===== config.mk =====
export PLATFORM = sky130hd
export DESIGN_NAME = ifetch_pc_unit
export DESIGN_NICKNAME = d
export VERILOG_FILES = /design/src/rtl/ifetch_pkg.sv /design/src/rtl/ifetch_rst_sync.sv /design/src/rtl/ifetch_split.sv /design/src/rtl/ifetch_next_sel.sv /design/src/rtl/ifetch_pc_unit.sv
export SDC_FILE = /design/constraint.sdc
export NUM_CORES = 1
export LEC_CHECK = 0
export BUFFER_PORTS_ARGS = -buffer_cell sky130_fd_sc_hd__buf_2
export CAP_MARGIN = 20
export CORE_AREA = 2 2 137 139
export CTS_CLUSTER_SIZE = 14
export DETAILED_ROUTE_END_ITERATION = 12
export DIE_AREA = 0 0 139 141
export GPL_ROUTABILITY_DRIVEN = 0
export HOLD_SLACK_MARGIN = 0.12
export MAX_ROUTING_LAYER = met4
export PLACE_DENSITY = 0.74
export SLEW_MARGIN = 20
export SYNTH_ARGS = -nofsm -noshare
export SYNTH_HDL_FRONTEND = slang
export SYNTH_SLANG_ARGS = --single-unit

===== constraint.sdc =====
create_clock -name clk -period 10.35 [get_ports clk]
set_input_delay 1.5525 -clock clk [delete_from_list [all_inputs] [get_ports clk]]
set_output_delay 1.5525 -clock clk [all_outputs]
set_load 0.005 [all_outputs]

===== src/rtl/ifetch_pkg.sv =====
package ifetch_pkg;

  typedef enum logic [3:0] {
    OP_HALT  = 4'h0,
    OP_NOP   = 4'h1,
    OP_RRMOV = 4'h2,
    OP_IRMOV = 4'h3,
    OP_RMMOV = 4'h4,
    OP_MRMOV = 4'h5,
    OP_ALU   = 4'h6,
    OP_JMP   = 4'h7,
    OP_CALL  = 4'h8,
    OP_RET   = 4'h9,
    OP_PUSH  = 4'hA,
    OP_POP   = 4'hB
  } opcode_e;

  localparam logic [3:0] OP_LAST = 4'hB;

  typedef enum logic [1:0] {
    CPOS_NONE = 2'd0,
    CPOS_AT1  = 2'd1,
    CPOS_AT2  = 2'd2
  } cpos_e;

  typedef enum logic [1:0] {
    NSRC_SEQ  = 2'd0,
    NSRC_IMM  = 2'd1,
    NSRC_MEM  = 2'd2,
    NSRC_HOLD = 2'd3
  } nsrc_e;

  function automatic cpos_e const_pos(input logic [3:0] code);
    case (code)
      OP_IRMOV, OP_RMMOV, OP_MRMOV: const_pos = CPOS_AT2;
      OP_JMP, OP_CALL:              const_pos = CPOS_AT1;
      default:                      const_pos = CPOS_NONE;
    endcase
  endfunction

  function automatic logic has_regs(input logic [3:0] code);
    case (code)
      OP_RRMOV, OP_IRMOV, OP_RMMOV, OP_MRMOV,
      OP_ALU, OP_PUSH, OP_POP: has_regs = 1'b1;
      default:                 has_regs = 1'b0;
    endcase
  endfunction

endpackage


===== src/rtl/ifetch_rst_sync.sv =====
module ifetch_rst_sync #(
  parameter int STAGES = 2
) (
  input  logic clk,
  input  logic rst_n,
  output logic rst_sync_n
);

  logic [STAGES-1:0] chain_q;
  logic [STAGES-1:0] chain_d;

  always_comb begin
    chain_d = {chain_q[STAGES-2:0], 1'b1};
  end

  always_ff @(posedge clk or negedge rst_n) begin
    if (!rst_n) begin
      chain_q <= '0;
    end else begin
      chain_q <= chain_d;
    end
  end

  assign rst_sync_n = chain_q[STAGES-1];

endmodule


===== src/rtl/ifetch_split.sv =====
module ifetch_split
  import ifetch_pkg::*;
#(
  parameter int ADDR_W = 64,
  localparam int CBYTES = ADDR_W / 8,
  localparam int WBYTES = CBYTES + 2,
  localparam int WIN_W  = WBYTES * 8,
  localparam int LEN_W  = $clog2(WBYTES + 1)
) (
  input  logic [WIN_W-1:0]  win_i,
  output logic [3:0]        icode_o,
  output logic [3:0]        ifun_o,
  output logic [3:0]        ra_o,
  output logic [3:0]        rb_o,
  output logic [ADDR_W-1:0] const_o,
  output logic [LEN_W-1:0]  len_o,
  output logic              valid_o
);

  logic [7:0]        byte_q [WBYTES];
  logic [ADDR_W-1:0] imm_at1;
  logic [ADDR_W-1:0] imm_at2;
  logic [3:0]        code;
  cpos_e             pos;

  for (genvar gi = 0; gi < WBYTES; gi++) begin : g_bytes
    assign byte_q[gi] = win_i[gi*8 +: 8];
  end

  for (genvar gk = 0; gk < CBYTES; gk++) begin : g_imm
    assign imm_at1[gk*8 +: 8] = byte_q[gk+1];
    assign imm_at2[gk*8 +: 8] = byte_q[gk+2];
  end

  assign code    = byte_q[0][7:4];
  assign icode_o = code;
  assign ifun_o  = byte_q[0][3:0];
  assign ra_o    = byte_q[1][7:4];
  assign rb_o    = byte_q[1][3:0];
  assign valid_o = (code <= OP_LAST);
  assign pos     = const_pos(code);

  always_comb begin
    case (pos)
      CPOS_AT1: const_o = imm_at1;
      CPOS_AT2: const_o = imm_at2;
      default:  const_o = '0;
    endcase
  end

  always_comb begin
    if (pos == CPOS_AT2) begin
      len_o = LEN_W'(CBYTES + 2);
    end else if (pos == CPOS_AT1) begin
      len_o = LEN_W'(CBYTES + 1);
    end else if (has_regs(code)) begin
      len_o = LEN_W'(2);
    end else begin
      len_o = LEN_W'(1);
    end
  end

endmodule


===== src/rtl/ifetch_next_sel.sv =====
module ifetch_next_sel
  import ifetch_pkg::*;
#(
  parameter int ADDR_W = 64,
  parameter int LEN_W  = 4
) (
  input  logic [ADDR_W-1:0] pc_i,
  input  logic [LEN_W-1:0]  len_i,
  input  logic [3:0]        icode_i,
  input  logic              valid_i,
  input  logic              taken_i,
  input  logic [ADDR_W-1:0] imm_i,
  input  logic [ADDR_W-1:0] mem_i,
  output logic [ADDR_W-1:0] seq_pc_o,
  output logic [ADDR_W-1:0] next_pc_o,
  output logic              load_o
);

  nsrc_e src;

  assign seq_pc_o = pc_i + ADDR_W'(len_i);

  always_comb begin
    if (!valid_i || icode_i == OP_HALT) begin
      src = NSRC_HOLD;
    end else begin
      case (icode_i)
        OP_CALL: src = NSRC_IMM;
        OP_JMP:  src = taken_i ? NSRC_IMM : NSRC_SEQ;
        OP_RET:  src = NSRC_MEM;
        default: src = NSRC_SEQ;
      endcase
    end
  end

  always_comb begin
    case (src)
      NSRC_IMM: next_pc_o = imm_i;
      NSRC_MEM: next_pc_o = mem_i;
      NSRC_SEQ: next_pc_o = seq_pc_o;
      default:  next_pc_o = pc_i;
    endcase
  end

  assign load_o = (src != NSRC_HOLD);

endmodule


===== src/rtl/ifetch_pc_unit.sv =====
module ifetch_pc_unit
  import ifetch_pkg::*;
#(
  parameter int ADDR_W = 64,
  localparam int CBYTES = ADDR_W / 8,
  localparam int WIN_W  = (CBYTES + 2) * 8,
  localparam int LEN_W  = $clog2(CBYTES + 3)
) (
  input  logic              clk,
  input  logic              rst_n,
  input  logic [WIN_W-1:0]  win_i,
  input  logic              taken_i,
  input  logic [ADDR_W-1:0] mem_rdata_i,
  output logic [ADDR_W-1:0] pc_o,
  output logic [3:0]        icode_o,
  output logic [3:0]        ifun_o,
  output logic [3:0]        ra_o,
  output logic [3:0]        rb_o,
  output logic [ADDR_W-1:0] const_o,
  output logic [ADDR_W-1:0] seq_pc_o,
  output logic              invalid_o
);

  logic              rst_int_n;
  logic [ADDR_W-1:0] pc_q;
  logic [ADDR_W-1:0] pc_d;
  logic              pc_en;
  logic [LEN_W-1:0]  len;
  logic              valid;
  logic [3:0]        icode;
  logic [ADDR_W-1:0] imm;

  ifetch_rst_sync #(.STAGES(2)) i_rst_sync (
    .clk        (clk),
    .rst_n      (rst_n),
    .rst_sync_n (rst_int_n)
  );

  ifetch_split #(.ADDR_W(ADDR_W)) i_split (
    .win_i   (win_i),
    .icode_o (icode),
    .ifun_o  (ifun_o),
    .ra_o    (ra_o),
    .rb_o    (rb_o),
    .const_o (imm),
    .len_o   (len),
    .valid_o (valid)
  );

  ifetch_next_sel #(.ADDR_W(ADDR_W), .LEN_W(LEN_W)) i_next (
    .pc_i      (pc_q),
    .len_i     (len),
    .icode_i   (icode),
    .valid_i   (valid),
    .taken_i   (taken_i),
    .imm_i     (imm),
    .mem_i     (mem_rdata_i),
    .seq_pc_o  (seq_pc_o),
    .next_pc_o (pc_d),
    .load_o    (pc_en)
  );

  always_ff @(posedge clk or negedge rst_int_n) begin
    if (!rst_int_n) begin
      pc_q <= '0;
    end else if (pc_en) begin
      pc_q <= pc_d;
    end
  end

  assign pc_o      = pc_q;
  assign icode_o   = icode;
  assign const_o   = imm;
  assign invalid_o = !valid;

  // PC stays at zero while the internal reset is held
  p_reset_zero_r1: assert property (@(posedge clk)
    !rst_int_n |=> (pc_q == '0 || rst_int_n));

  // halt keeps the PC
  p_halt_hold_r9: assert property (@(posedge clk) disable iff (!rst_int_n)
    (icode == OP_HALT) |=> (pc_q == $past(pc_q)));

  // undefined code keeps the PC
  p_bad_hold_r10: assert property (@(posedge clk) disable iff (!rst_int_n)
    invalid_o |=> (pc_q == $past(pc_q)));

  // return loads the memory value
  p_ret_load_r8: assert property (@(posedge clk) disable iff (!rst_int_n)
    (icode == OP_RET) |=> (pc_q == $past(mem_rdata_i)));

  // call loads the constant
  p_call_load_r7: assert property (@(posedge clk) disable iff (!rst_int_n)
    (icode == OP_CALL) |=> (pc_q == $past(const_o)));

  // arithmetic op advances by two
  p_alu_step_r3: assert property (@(posedge clk) disable iff (!rst_int_n)
    (icode == OP_ALU) |=> (pc_q == $past(pc_q) + ADDR_W'(2)));

endmodule


==> out/qor.csv <==
stage;metric;value;unit
power;Pwr Density;132;nW/um2
yosys;area share of the largest cell type after synthesis;24.7;%
yosys;Synth Cell Area;6670;um2
layout;filler cell count;1861;
global_route;vias in the first global route;7870;
power;LEAKAGE;4.18;nW
timing;setup TNS;0;ps
timing;period utilization;69.3;%
timing;Slew Viols, Final;0;
run_status;status;finished clean;
die;Row Count;50;
cts;clock insertion delay at the later pin of the skew report;350;ps
global_route;first-pass GRT wire length;48100;um
job;max cap viols;0;
yosys;Synth Warn #;0;
min_path;Hold Crit Class;reg2reg;
drt;DRT iter0 DRCs;925;
drt;DRC Markers;0;
drt;DR vias;8727;
timing;worst-margin pin slew;1180;ps
layout;post-route cell area;8710;um2
yosys;multiplexer area fraction after synthesis;0.300;%
cts;clk root buf;clkbuf_16;
yosys;Mapped Cells;895;
placement;dpl cell area;8410;um2
yosys;top cells by count, synth;nor2_1 (109), a21oi_1 (71), nand2_1 (70);
placement;I/O Buffers;347;
setup_path;CP Launch Type;input pin;
yosys;predominant post-synthesis flop cell;dfrtp_1;
drt;total wire length;33100;um
cts;Worst-path clk slew;60;ps
die;die area;19600;um2
global_route;initial antenna violation count;2;
layout;# nets final;1330;
timing;Worst Skew;9.25;ps
yosys;asr flop ratio synth;100;%
die;top-level I/O count;356;
yosys;Avg Cell Area, Syn;7.46;um2
yosys;number of flops mapped to enable cells by yosys;0;
yosys;largest family of logic cells by synthesized area;compound AO/OA/AOI/OAI gates;
yosys;Synth area leaders;dfrtp_1 (25%), a22oi_1 (7.4%), nor2_1 (6.1%), xnor2_1 (5.9%), a21oi_1 (5.3%);
yosys;XOR/XNOR Fraction of Synth Area;8.14;%
setup_path;WP data arrival;5620;ps
cts;Post-CTS Resized;0;
timing;Max Clock Freq;0.139;GHz
timing;crit path time final;7170;ps
placement;HPWL after DPL;25700;um
yosys;simple-gate area share of the yosys netlist;24.2;%
yosys;post-synth net total;1048;
cts;TritonCTS buffer count;9;
cts;Post-CTS Setup Repair Bufs;0;
cts;CTS tree;yes;
setup_path;worst-path fanout max;14;
placement;Post-Place Cells;1400;
yosys;Compound-Gate Fraction of Synth Area;33.3;%
setup_path;Req. time, crit path;8800;ps
cts;clk sink count;66;
yosys;Yosys reg bits;66;
layout;fraction of layout cells with a size suffix above 1;33.8;%
cts;cts hold-fix bufs;0;
global_route;Remaining Overflow, GRT;0;
yosys;register area share after synthesis;24.7;%
global_route;Global Route Usage Sum;32.9;%
layout;Layout area overhead;30.5;%
cts;Longest Clk Path Bufs;2;
yosys;post-synthesis adder-cell area fraction;1.24;%
die;die height;141;um
yosys;Yosys cell types;62;
timing;unrepaired setup endpoints after global routing;no;
drt;vias per std cell;6.15;
timing;Fin. Hold Viols;0;
layout;Final Non-Filler Cells;1418;
drt;drt pass-1 iters;7;
setup_path;Worst setup EP type;output port;
drt;WL/cell;23.3;um
timing;final setup violation count;0;
cts;number of H-tree levels;3;
die;core area;18300;um2
timing;Worst slew margin;20.6;%
yosys;cell with the most instances after synthesis;nor2_1;
yosys;area leader, netlist;dfrtp_1;
power;Max rail drop VDD;0.0789;mV
global_route;largest net degree at the start of global routing;65;
die;Die X;139;um
die;initial core utilization;36.5;%
setup_path;Setup CP Type;in2out;
drt;Antenna Violating Nets Remaining;0;
## layer usage
metal / vias up / track usage (%) / wire length [um]
met3: 86 / 6.32 / 3450
met4: 0 / 12.8 / 1590
met1: 4095 / 42.8 / 13200
met2: 632 / 50.9 / 14900
li1: 3914 / - / -
met5: - / - / 0
## area by class of cell
cell class / count / area [um2] / area share, %
clock inverter: 7 / 70.1 / 0.804
antenna: 2 / 5.00 / 0.0575
timing repair buffer: 359 / 1830 / 21.0
inverter: 29 / 109 / 1.25
sequential: 66 / 1650 / 19.0
multi-input combinational: 712 / 4530 / 52.0
clock buffer: 9 / 225 / 2.59
tap: 234 / 293 / 3.36
## where the power goes
| part | leakage, nW | switching [W] | internal, W | total [W] |
|---|---|---|---|---|
| sequential | 0.838 | 0.0000929 | 0.000302 | 0.000395 |
| clock | 0.145 | 0.000131 | 0.000186 | 0.000318 |
| combinational | 3.20 | 0.000240 | 0.000199 | 0.000439 |
| total | 4.18 | 0.000465 | 0.000687 | 0.00115 |
## worst paths after layout
check                                      start                    end  slack [ps]  depth (start not counted)
max in group asynchronous  i_rst_sync.chain_q[1]                pc_o[0]        9230                          1
max                                     win_i[6]           seq_pc_o[34]        3180                         16
min in group asynchronous  i_rst_sync.chain_q[1]               pc_o[37]         470                          1
min                        i_rst_sync.chain_q[0]  i_rst_sync.chain_q[1]         350                          0
max reg2reg                              pc_o[0]               pc_o[34]        7060                          9
min reg2reg                i_rst_sync.chain_q[0]  i_rst_sync.chain_q[1]         350                          0
## critical path: stages
cell     delay, ps
buf_2          180
nor3_1         470
a21oi_1        220
inv_1          100
ha_2           180
a21oi_1         60
nor2_1         110
ha_1           160
inv_1           50
fa_1           420
and4b_1        350
nor2_1         110
nor4_1         960
nand4_1        340
xnor2_1        220
buf_2          130
## cells by family (layout without fill, tap and decap cells)
| logic type | count (synthesis) | in the layout |
|---|---|---|
| adder cells (fa/ha/maj) | 6 | 6 |
| buffers and inverters | 117 | 404 |
| flip-flops | 66 | 66 |
| AND/OR/NAND/NOR | 325 | 325 |
| other | 1 | 3 |
| XOR/XNOR | 62 | 62 |
| multiplexers | 2 | 2 |
| AO/OA/AOI/OAI | 316 | 316 |
## cell usage in the layout, fill, tap and decap left out, types with 12 or more instances in the layout
cell and instances:
a221oi_1 27, nand4_1 21, a21oi_1 71, nand3_1 39, o21ai_0 37, a221o_1 16
a2bb2oi_1 18, dfrtp_1 65, a22oi_1 66, inv_1 29, nor4_1 14, buf_4 12
xnor2_1 45, o21a_1 13, nor2_1 108, o22a_1 19, buf_2 347, nand2_1 70
xor2_1 17, and3_1 19, a31oi_1 16
## metrics by stage
step	utilization, %	total power [W]	hold WS (ps)	worst slack, ps
6_report	47.7	0.00115	354	3180
5_1_grt	47.7	0.00121	369	2890
4_1_cts	47.7	0.00115	357	3270
3_5_place_dp	46.0	0.000829	343	3280
3_3_place_gp	46.0	0.000821	336	3450
2_1_floorplan	-	0.000613	331	3770
## sequential cells by signal (all words and copies together), names as in the netlist
register	flops
i_rst_sync.chain_q	2
pc_o	64
Power figures use the tool's default switching activity.
